<file path="src/rtl/i2c_am_pkg.sv">
package i2c_am_pkg;

  typedef enum logic {
    AM_MODE_7BIT  = 1'b0,
    AM_MODE_10BIT = 1'b1
  } am_mode_e;

  // Match decision: in 10-bit mode the direction bit also has to agree.
  function automatic logic am_hit(input logic addr_eq, input logic dir_eq,
                                  input am_mode_e mode);
    return addr_eq && ((mode == AM_MODE_7BIT) || dir_eq);
  endfunction

endpackage

</file>
<file path="src/rtl/i2c_am_cmpbit.sv">
module i2c_am_cmpbit (
  input  logic clk,
  input  logic rst_n,
  input  logic we,
  input  logic wdata,
  output logic q
);
  always_ff @(posedge clk) begin
    if (!rst_n)  q <= 1'b0;
    else if (we) q <= wdata;
  end


  cmp_write_chk: assert property (@(posedge clk) disable iff (!rst_n)
    we |=> (q == $past(wdata)));

  cmp_hold_chk: assert property (@(posedge clk) disable iff (!rst_n)
    !we |=> $stable(q));
endmodule

</file>
<file path="src/rtl/i2c_am_window.sv">
module i2c_am_window (
  input  logic clk,
  input  logic rst_n,
  input  logic start_det,
  input  logic stop_det,
  input  logic rx_valid,
  output logic armed,
  output logic eval_now
);
  always_ff @(posedge clk) begin
    if (!rst_n)         armed <= 1'b0;
    else if (stop_det)  armed <= 1'b0;
    else if (start_det) armed <= 1'b1;
    else if (rx_valid)  armed <= 1'b0;
  end

  assign eval_now = armed && rx_valid && !start_det && !stop_det;


  stop_disarm_chk: assert property (@(posedge clk) disable iff (!rst_n)
    stop_det |=> !armed);

  start_arm_chk: assert property (@(posedge clk) disable iff (!rst_n)
    (start_det && !stop_det) |=> armed);

  one_shot_chk: assert property (@(posedge clk) disable iff (!rst_n)
    eval_now |=> !armed);
endmodule

</file>
<file path="src/rtl/i2c_am_cmp.sv">
module i2c_am_cmp
  import i2c_am_pkg::*;
#(
  parameter int ADDR_W = 7
) (
  input  logic [ADDR_W:0]   rx_byte,
  input  logic [ADDR_W-1:0] own_addr,
  input  logic              dir_cmp,
  input  am_mode_e          mode,
  output logic              hit,
  output logic              rw_bit
);
  logic [ADDR_W-1:0] bit_eq;

  genvar i;
  generate
    for (i = 0; i < ADDR_W; i++) begin : g_eq
      assign bit_eq[i] = ~(rx_byte[i+1] ^ own_addr[i]);
    end
  endgenerate

  assign rw_bit = rx_byte[0];
  assign hit    = am_hit(&bit_eq, rw_bit == dir_cmp, mode);


  always_comb begin
    if (mode == AM_MODE_7BIT)
      mode7_chk: assert (hit == (rx_byte[ADDR_W:1] == own_addr));
  end
endmodule

</file>
<file path="src/rtl/i2c_addr_match.sv">
module i2c_addr_match
  import i2c_am_pkg::*;
#(
  parameter int ADDR_W = 7
) (
  input  logic              clk,
  input  logic              rst_n,
  input  logic              start_det,
  input  logic              stop_det,
  input  logic              rx_valid,
  input  logic [ADDR_W:0]   rx_byte,
  input  logic              ten_bit_mode,
  input  logic [ADDR_W-1:0] own_addr,
  input  logic              dir_cmp_we,
  input  logic              dir_cmp_wdata,
  output logic              dir_cmp,
  output logic              addressed,
  output logic              rx_dir
);
  logic     armed;
  logic     eval_now;
  logic     hit;
  logic     rw_bit;
  am_mode_e mode;

  assign mode = am_mode_e'(ten_bit_mode);

  i2c_am_cmpbit u_cmpbit (
    .clk(clk), .rst_n(rst_n), .we(dir_cmp_we), .wdata(dir_cmp_wdata), .q(dir_cmp)
  );

  i2c_am_window u_window (
    .clk(clk), .rst_n(rst_n), .start_det(start_det), .stop_det(stop_det),
    .rx_valid(rx_valid), .armed(armed), .eval_now(eval_now)
  );

  i2c_am_cmp #(.ADDR_W(ADDR_W)) u_cmp (
    .rx_byte(rx_byte), .own_addr(own_addr), .dir_cmp(dir_cmp), .mode(mode),
    .hit(hit), .rw_bit(rw_bit)
  );

  always_ff @(posedge clk) begin
    if (!rst_n) begin
      addressed <= 1'b0;
      rx_dir    <= 1'b0;
    end else if (stop_det) begin
      addressed <= 1'b0;
    end else if (eval_now) begin
      addressed <= hit;
      rx_dir    <= rw_bit;
    end
  end


  stop_clear_chk: assert property (@(posedge clk) disable iff (!rst_n)
    stop_det |=> !addressed);

  flag_hold_chk: assert property (@(posedge clk) disable iff (!rst_n)
    (!eval_now && !stop_det) |=> $stable(addressed));

  dir_hold_chk: assert property (@(posedge clk) disable iff (!rst_n)
    !eval_now |=> $stable(rx_dir));

  eval_result_chk: assert property (@(posedge clk) disable iff (!rst_n)
    eval_now |=> (addressed == $past(hit)));

  dir_capture_chk: assert property (@(posedge clk) disable iff (!rst_n)
    eval_now |=> (rx_dir == $past(rx_byte[0])));

  restart_keep_chk: assert property (@(posedge clk) disable iff (!rst_n)
    (start_det && !stop_det) |=> $stable(addressed));
endmodule

</file>
<file path="config.mk">
export PLATFORM = sky130hd
export DESIGN_NAME = i2c_addr_match
export DESIGN_NICKNAME = d
export VERILOG_FILES = /design/src/rtl/i2c_am_pkg.sv /design/src/rtl/i2c_am_cmpbit.sv /design/src/rtl/i2c_am_window.sv /design/src/rtl/i2c_am_cmp.sv /design/src/rtl/i2c_addr_match.sv
export SDC_FILE = /design/constraint.sdc
export NUM_CORES = 1
export LEC_CHECK = 0
export BUFFER_PORTS_ARGS = -buffer_cell sky130_fd_sc_hd__buf_4
export CORE_AREA = 2 2 39 41
export CTS_CLUSTER_SIZE = 28
export DETAILED_ROUTE_END_ITERATION = 10
export DIE_AREA = 0 0 41 43
export MAX_ROUTING_LAYER = met4
export PLACE_DENSITY = 0.58
export SLEW_MARGIN = 40
export SYNTH_ARGS = -nofsm -noshare
export SYNTH_HDL_FRONTEND = slang
export SYNTH_SLANG_ARGS = --single-unit
</file>
<file path="constraint.sdc">
create_clock -name clk -period 2.8 [get_ports clk]
set_input_delay 0.42 -clock clk [delete_from_list [all_inputs] [get_ports clk]]
set_output_delay 0.42 -clock clk [all_outputs]
set_load 0.005 [all_outputs]
</file>
Yosys cells after proc, flatten, opt, wreduce, memory -nomap -nowiden:

Cells that the tools add are included.

* reduce and logical (&&, ||, !) cells: 11
* equality and inequality tests: 1
* multiplexer cells: 2
* bitwise gates (word level): 17

Operators with widths (count)
* NOT 1 bit: 10
* AND reduction 7 bit: 1
* XOR 1 bit: 7
* logical AND 1 bit: 4
* zero test 1 bit: 2
* two-way mux 1 bit: 2
* AND reduction 2 bit: 1
* nonzero test 2 bit: 1
* OR reduction 2 bit: 1
* equality test 1 bit: 1
* logical OR 1 bit: 1

* logic and storage cells: 35
* register bits after elaboration: 4
* output and inout bits: 3

Logic depth before layout (Yosys ltp):

Gate-level depths: netlist (run 1).

* depth in word-level cells: 4
* gate-level depth with buffers: 4
* gate-level depth less buffers: 4

By module:

Synthesis (run 1) repeated with hierarchy kept, for this count alone.

* cells, all modules: 28
* area, all modules: 284.0 um^2

By module, submodules not included
* i2c_am_cmp: times used 1, sequential area each 0.0 um^2, area an instance 101.3 um^2, cells each 12
* i2c_addr_match: times used 1, sequential area each 40.0 um^2, area an instance 93.8 um^2, cells each 8
* i2c_am_window: times used 1, sequential area each 20.0 um^2, area an instance 52.6 um^2, cells each 5
* i2c_am_cmpbit: times used 1, sequential area each 20.0 um^2, area an instance 36.3 um^2, cells each 3

Worst setup path before layout (run 1):

No wires, ideal clock.

* path type: input to register
* start: input own_addr[3]
* end: register addressed
* cell stages on the path: 4
* slack: 1.443 ns
* data required time: 2.688 ns
* buffers on the path: 0
* data arrival time: 1.245 ns
* cell sequence: xor2_1 nor4_2 nand3_1 a2111oi_1

* word-level cells in the longest chain between the ends: 4

Ends and longest elaborated chain
* start: declaration: line i2c_addr_match.sv:13 `input logic [ADDR_W-1:0] own_addr,`
* XOR 1 bit: line i2c_am_cmp.sv:18 `assign bit_eq[i] = ~(rx_byte[i+1] ^ own_addr[i]);`
* NOT 1 bit: line i2c_am_cmp.sv:18
* AND reduction 7 bit: line i2c_am_cmp.sv:23 `assign hit = am_hit(&bit_eq, rw_bit == dir_cmp, mode);`
* logical AND 1 bit: line i2c_am_pkg.sv:11 `return addr_eq && ((mode == AM_MODE_7BIT) || dir_eq);`
* end signal: assignment: line i2c_addr_match.sv:49 `addressed <= hit;`
* end: declaration: line i2c_addr_match.sv:17 `output logic addressed,`

Every way passes these cells.
A chain may end at the register's enable or synchronous reset.

Worst setup path after layout (run 1):

Ends and elaborated chain as after synthesis.

==> reports/metrics.csv, run 1 <==
metric;value;unit
status;finished, final reports clean;
width of the die;41;µm
Sw Share;22.3;%
Routed WL;648;µm
worst vdd ir;292;µV
CP Launch Type;input port;
vias in the first global route;279;
Routability Congestion;0.628;
mapped cell area;250;µm²
IO buf count;25;
share of cells above drive strength 1;51.8;%
cell-internal power;136;µW
Slew HR;70.4;%
Initial Util;18.1;%
cell taking the most area after synthesis;dfxtp_1;
final hold viol count;0;
power share of the combinational group;24.7;%
Die Area;0.00176;mm²
post-layout net count;81;
Lkg Pwr;0.000238;µW
Die H;43;µm
Hold Path Class;input port to flop;
setup repair bufs after CTS;0;
final antenna-violating net count;0;
Fmax achieved;0.771;GHz
most frequent cells in the layout;25 x buf_4, 8 x xor2_1, 4 x dfxtp_1;
Flop pwr share;34.6;%
DRT Pass-1 Iters;3;
Final HPWL DP;540;µm
clk slew on worst S/H paths;0.04;ns
Num CTS Buffers;3;
top post-synthesis cells by area;dfxtp_1 32%, xor2_1 28%, mux2i_1 8.0%;
WP data arrival;1.42;ns
number of diodes;0;
Worst Setup End Kind;flop;
flops & latches, synth;4;
cts hold-fix bufs;0;
P_sw;38.9;µW
Pins Over Slew Limit;0;
number of gates resized after CTS;0;
Tot GR Track Use;9.47;%
grt total ovfl;0;
largest net degree at the start of global routing;5;
CTS tree;yes;
register area share after synthesis;32.0;%
H-tree levels;1;
CP required;2.92;ns
critical path peak fanout;1;
clock sinks;4;
Syn Nets;51;
Routed WL per cell;9.00;µm
mean post-synth cell area;8.94;µm²
worst-margin pin slew;0.439;ns
distinct cell type count after synthesis;13;
Worst-Skew Late Latency;0.24;ns
PD cells;363;mW/mm²
Max clock buf depth;2;
area grow syn2layout;92.0;%
Synth Instances;28;
Final WS setup;1.50;ns
global-route wire length before repair;1010;µm
Vias;290;
commonest non-fill, non-tap cell in the layout;buf_4;
dpl ws;1.24;ns
Residual DRC;0;
Placed Area;458;µm²
fin area;480;µm²
Layout Skew;0.00251;ns
Synth warnings;0;
Max-Cap Viols;0;
initial antenna violation count;0;
core area;0.00138;mm²
Clock power frac;40.7;%
endpoints failing setup;0;
Final Critical Period;1.30;ns
FP Rows;14;
final setup TNS;0;ns
RSZ-0062 raised after global routing;false;
period utilization;46.3;%
root cell of the clock tree;clkbuf_4;
area fraction of the dominant cell type after synthesis;32.0;%
Via-to-Cell Ratio;4.03;
CP Class;input port to flop;
drt initial violations;8;
# IOs;26;
-- Yosys cell counts, drive strengths merged --
| library cell | n |
|---|---|
| xor2 | 8 |
| nor2 | 2 |
| a31oi | 1 |
| nand3 | 1 |
| dfxtp | 4 |
| inv | 3 |
| nand2 | 1 |
| a2111oi | 1 |
| nor4 | 1 |
| nor3 | 2 |
| a21oi | 1 |
| mux2i | 2 |
| nor4b | 1 |
-- state kept, by name, summed over array words and instances, names as in the netlist --
signal / flops
u_cmpbit.q: 1
u_window.armed: 1
addressed: 1
rx_dir: 1
-- power groups by stage --
stage	logic (µW)	registers [µW]	clock network (µW)
after floorplan	14.2	61.1	0
after CTS	43.7	60.3	74.3
after detailed placement	43.6	61.2	0
after global placement	43.5	61.1	0
final	43.1	60.3	71.1
after global routing	47.4	60.6	85.9
-- logic make-up (layout without fill, tap and decap cells) --
| group | count (synthesis) | in the layout | synth area share [%] |
|---|---|---|---|
| xor gates and xnor gates | 8 | 8 | 28.0 |
| and+or+nand+nor | 8 | 8 | 19.0 |
| DFF | 4 | 4 | 32.0 |
| AOI/OAI and AO/OA | 3 | 3 | 8.50 |
| buffers and inverters | 3 | 31 | 4.50 |
| muxes | 2 | 2 | 8.00 |
-- metrics by stage --
stage	utilization, %	cells	power, µW	hold slack [ns]
2_1_floorplan	-	28	75.4	0.485
3_3_place_gp	33.1	69	105	0.487
3_5_place_dp	33.1	69	105	0.494
4_1_cts	34.7	72	178	0.364
5_1_grt	34.7	72	194	0.345
6_report	34.7	72	174	0.366
-- area by class of cell --
class                           count  area (µm²)
Clock buffer                        3        22.5
Fill cell                         144         903
Inverter                            3        11.3
Multi-Input combinational cell     21         159
Sequential cell                     4        80.1
Tap cell                           16        20.0
Timing Repair Buffer               25         188
-- routing by layer --
metal | part of all wire, % | wire (µm) | track usage (%) | vias to the layer above
met3 | 20 | 128 | 10.5 | 0
met4 | 0 | 0 | 4.00 | 0
li1 | - | - | - | 152
met5 | 0 | 0 | - | -
met2 | 43 | 279 | 12.2 | 17
met1 | 37 | 239 | 8.68 | 121
-- path summary, 6_finish.rpt --
check	from	endpoint	slack, ns	cells past startpoint
max	own_addr[3]	addressed	1.50	5
min	stop_det	u_window.armed	0.37	2
max reg2reg	u_window.armed	rx_dir	1.68	3
min reg2reg	rx_dir	rx_dir	0.50	2
-- worst max-delay path: stages --
cell       delay (ns)
buf_4            0.11
xor2_1           0.16
nor4_2           0.26
nand3_1          0.10
a2111oi_1        0.37
No activity file was read; power rests on OpenSTA's default activity.
==> run 2, diff against run 1 <==
--- a/config.mk
+++ b/config.mk
@@ -5,13 +5,14 @@
 export SDC_FILE = /design/constraint.sdc
 export NUM_CORES = 1
 export LEC_CHECK = 0
+export ABC_AREA = 1
 export BUFFER_PORTS_ARGS = -buffer_cell sky130_fd_sc_hd__buf_4
 export CORE_AREA = 2 2 39 41
 export CTS_CLUSTER_SIZE = 28
 export DETAILED_ROUTE_END_ITERATION = 10
 export DIE_AREA = 0 0 41 43
 export MAX_ROUTING_LAYER = met4
-export PLACE_DENSITY = 0.58
+export PLACE_DENSITY = 0.65
 export SLEW_MARGIN = 40
 export SYNTH_ARGS = -nofsm -noshare
 export SYNTH_HDL_FRONTEND = slang
==> constraint.sdc (replaced) <==
create_clock -name clk -period 1.18 [get_ports clk]
set_input_delay 0.177 -clock clk [delete_from_list [all_inputs] [get_ports clk]]
set_output_delay 0.177 -clock clk [all_outputs]
set_load 0.005 [all_outputs]
==> run 2 against run 1 <==
Compared with the run above:
- final area grew 13%
- routed wire length grew 12%
- sequential power grew 140%
- total power grew 140%
==> reports/metrics.csv, run 2 <==
metric;value;unit
status;finished, final reports clean;
Residual DRC;0;
cell-internal power;323;µW
mapped cell area;312;µm²
GRT Max-Usage Layer;met2;
Worst Setup End Kind;flop;
mean post-synth cell area;5.56;µm²
width of the die;41;µm
Reg-to-Reg End;addressed;
hold path depth;2;
share of cells above drive strength 1;39.3;%
most common cell in the synthesized netlist;nand2_1;
endpoints failing setup;0;
Initial Util;22.5;%
Total Power;423;µW
cts hold-fix bufs;0;
met2 Usage GRT;15.6;%
IO buf count;25;
commonest non-fill, non-tap cell in the layout;buf_4;
initial antenna violation count;0;
Max clock buf depth;2;
register area share after synthesis;25.7;%
Routed WL per cell;7.26;µm
Routed WL;726;µm
CP Class;flop to flop;
PD cells;780;mW/mm²
worst-case reg-to-reg path depth;6;
Final HPWL DP;638;µm
Die H;43;µm
top post-synthesis cells by area;nand2_1 27%, dfxtp_1 26%, inv_1 14%;
critical path peak fanout;3;
number of diodes;0;
root cell of the clock tree;clkbuf_4;
final setup TNS;0;ns
FP Rows;14;
final hold viol count;0;
CP Launch Type;flop;
FF+latch area;80.1;µm²
Slew HR;90.0;%
Num CTS Buffers;3;
Fmax achieved;1.07;GHz
setup repair bufs after CTS;0;
global-route wire length before repair;1200;µm
Worst-Skew Late Latency;0.23;ns
Worst Hold End;u_cmpbit.q;
drt initial violations;3;
CP required;1.35;ns
clock sinks;4;
Flop pwr share;34.0;%
fin area;542;µm²
CTS tree;yes;
Tot GR Track Use;10.6;%
power share of the combinational group;26.4;%
area fraction of the dominant cell type after synthesis;26.5;%
Pins Over Slew Limit;0;
clk slew on worst S/H paths;0.04;ns
DRT Pass-1 Iters;2;
RSZ-0062 raised after global routing;false;
Lkg Pwr;0.000314;µW
worst-margin pin slew;0.148;ns
core area;0.00138;mm²
grt total ovfl;0;
reg2reg start;u_window.armed;
hold_sp;dir_cmp_we;
Die Area;0.00176;mm²
Layout Skew;0.00401;ns
Hold Path Class;input port to flop;
Synth Instances;56;
cell taking the most area after synthesis;nand2_1;
final antenna-violating net count;0;
Placed Area;519;µm²
WP data arrival;1.11;ns
post-layout net count;109;
distinct cell type count after synthesis;12;
async set-reset flop share out of synthesis;0;%
H-tree levels;1;
area of the multi-input gates;183;µm²
Final Critical Period;0.934;ns
met1 Use GR;10.3;%
FILL cells;159;
Max-Cap Viols;0;
Vias;393;
P_sw;99.6;µW
Clock power frac;39.6;%
# IOs;26;
Sw Share;23.6;%
worst vdd ir;423;µV
most frequent cells in the layout;25 x buf_4, 22 x nand2_1, 12 x inv_1;
area grow syn2layout;73.9;%
Post-synth top cells;22 x nand2_1, 12 x inv_1, 6 x nor2_1;
period utilization;79.2;%
number of gates resized after CTS;0;
flops & latches, synth;4;
Syn Nets;79;
Post-synth EDFFs;0;
Via-to-Cell Ratio;3.93;
GR Util met3;7.85;%
R2R setup slack;0.25;ns
largest net degree at the start of global routing;5;
vias in the first global route;347;
Synth warnings;0;
Routability Congestion;0.784;
Top FF cell, synth;dfxtp_1;
run 2: cell types whose count changed in the layout (fill, tap and decap cells not counted), sizes merged, moves of 2 or more:
| cell | delta |
|---|---|
| o21ai | +2 |
| nor2 | +6 |
| inv | +10 |
| mux2i | -2 |
| nor3 | -2 |
| xor2 | -6 |
| nand2 | +21 |
| a21oi | +2 |
run 2: area by class of cell:
type	count	area share (%)
clock buffers	3	4.16
well taps	16	3.70
repair buffers	25	34.6
inverters	13	9.01
multi-input cells	39	33.7
flip-flops and latches	4	14.8
run 2: worst max path at each step:
stage	from	endpoint	slack (ns)	cells past startpoint
after floorplan	u_window.armed	addressed	0.33	6
after global placement	stop_det	addressed	0.28	8
after detailed placement	stop_det	addressed	0.25	8
after CTS	u_window.armed	addressed	0.24	6
after global routing	u_window.armed	addressed	0.15	6
final	u_window.armed	addressed	0.25	6
run 2: kinds of logic (layout without fill, tap and decap cells):
group / after synthesis / after routing / share of synthesized area, %
and+or+nand+nor: 31 / 31 / 41.0
buffers and inverters: 13 / 41 / 15.7
AOI/OAI and AO/OA: 5 / 5 / 9.24
DFF: 4 / 4 / 25.7
xor gates and xnor gates: 3 / 3 / 8.44
run 2: through the flow:
stage / utilization (%) / std cells / worst slack (ns) / hold slack (ns)
after detailed placement: 37.5 / 97 / 0.255 / 0.376
after CTS: 39.2 / 100 / 0.243 / 0.128
after global placement: 37.5 / 97 / 0.279 / 0.367
after floorplan: - / 56 / 0.326 / 0.270
after global routing: 39.2 / 100 / 0.151 / 0.133
final: 39.2 / 100 / 0.246 / 0.136
run 2: critical path, stage by stage, from the launching register on:
cell,delay [ns]
dfxtp_1,0.32
nand2_1,0.07
nor2_2,0.14
nand2_1,0.08
nor2_2,0.09
nand3_2,0.07
a21oi_2,0.10
run 2: metal layers:
layer / routed length [µm] / vias to the layer above
li1: - / 218
met1: 296 / 159
met2: 358 / 16
met3: 71 / 0
met4: 0 / 0
met5: 0 / -
run 2: power by group through the flow:
stage                     Clock, µW  Sequential [µW]  Combinational [µW]
after floorplan                   0              145                41.4
after global placement            0              146                 111
after detailed placement          0              146                 113
after CTS                       176              144                 114
after global routing            190              144                 125
final                           168              144                 112
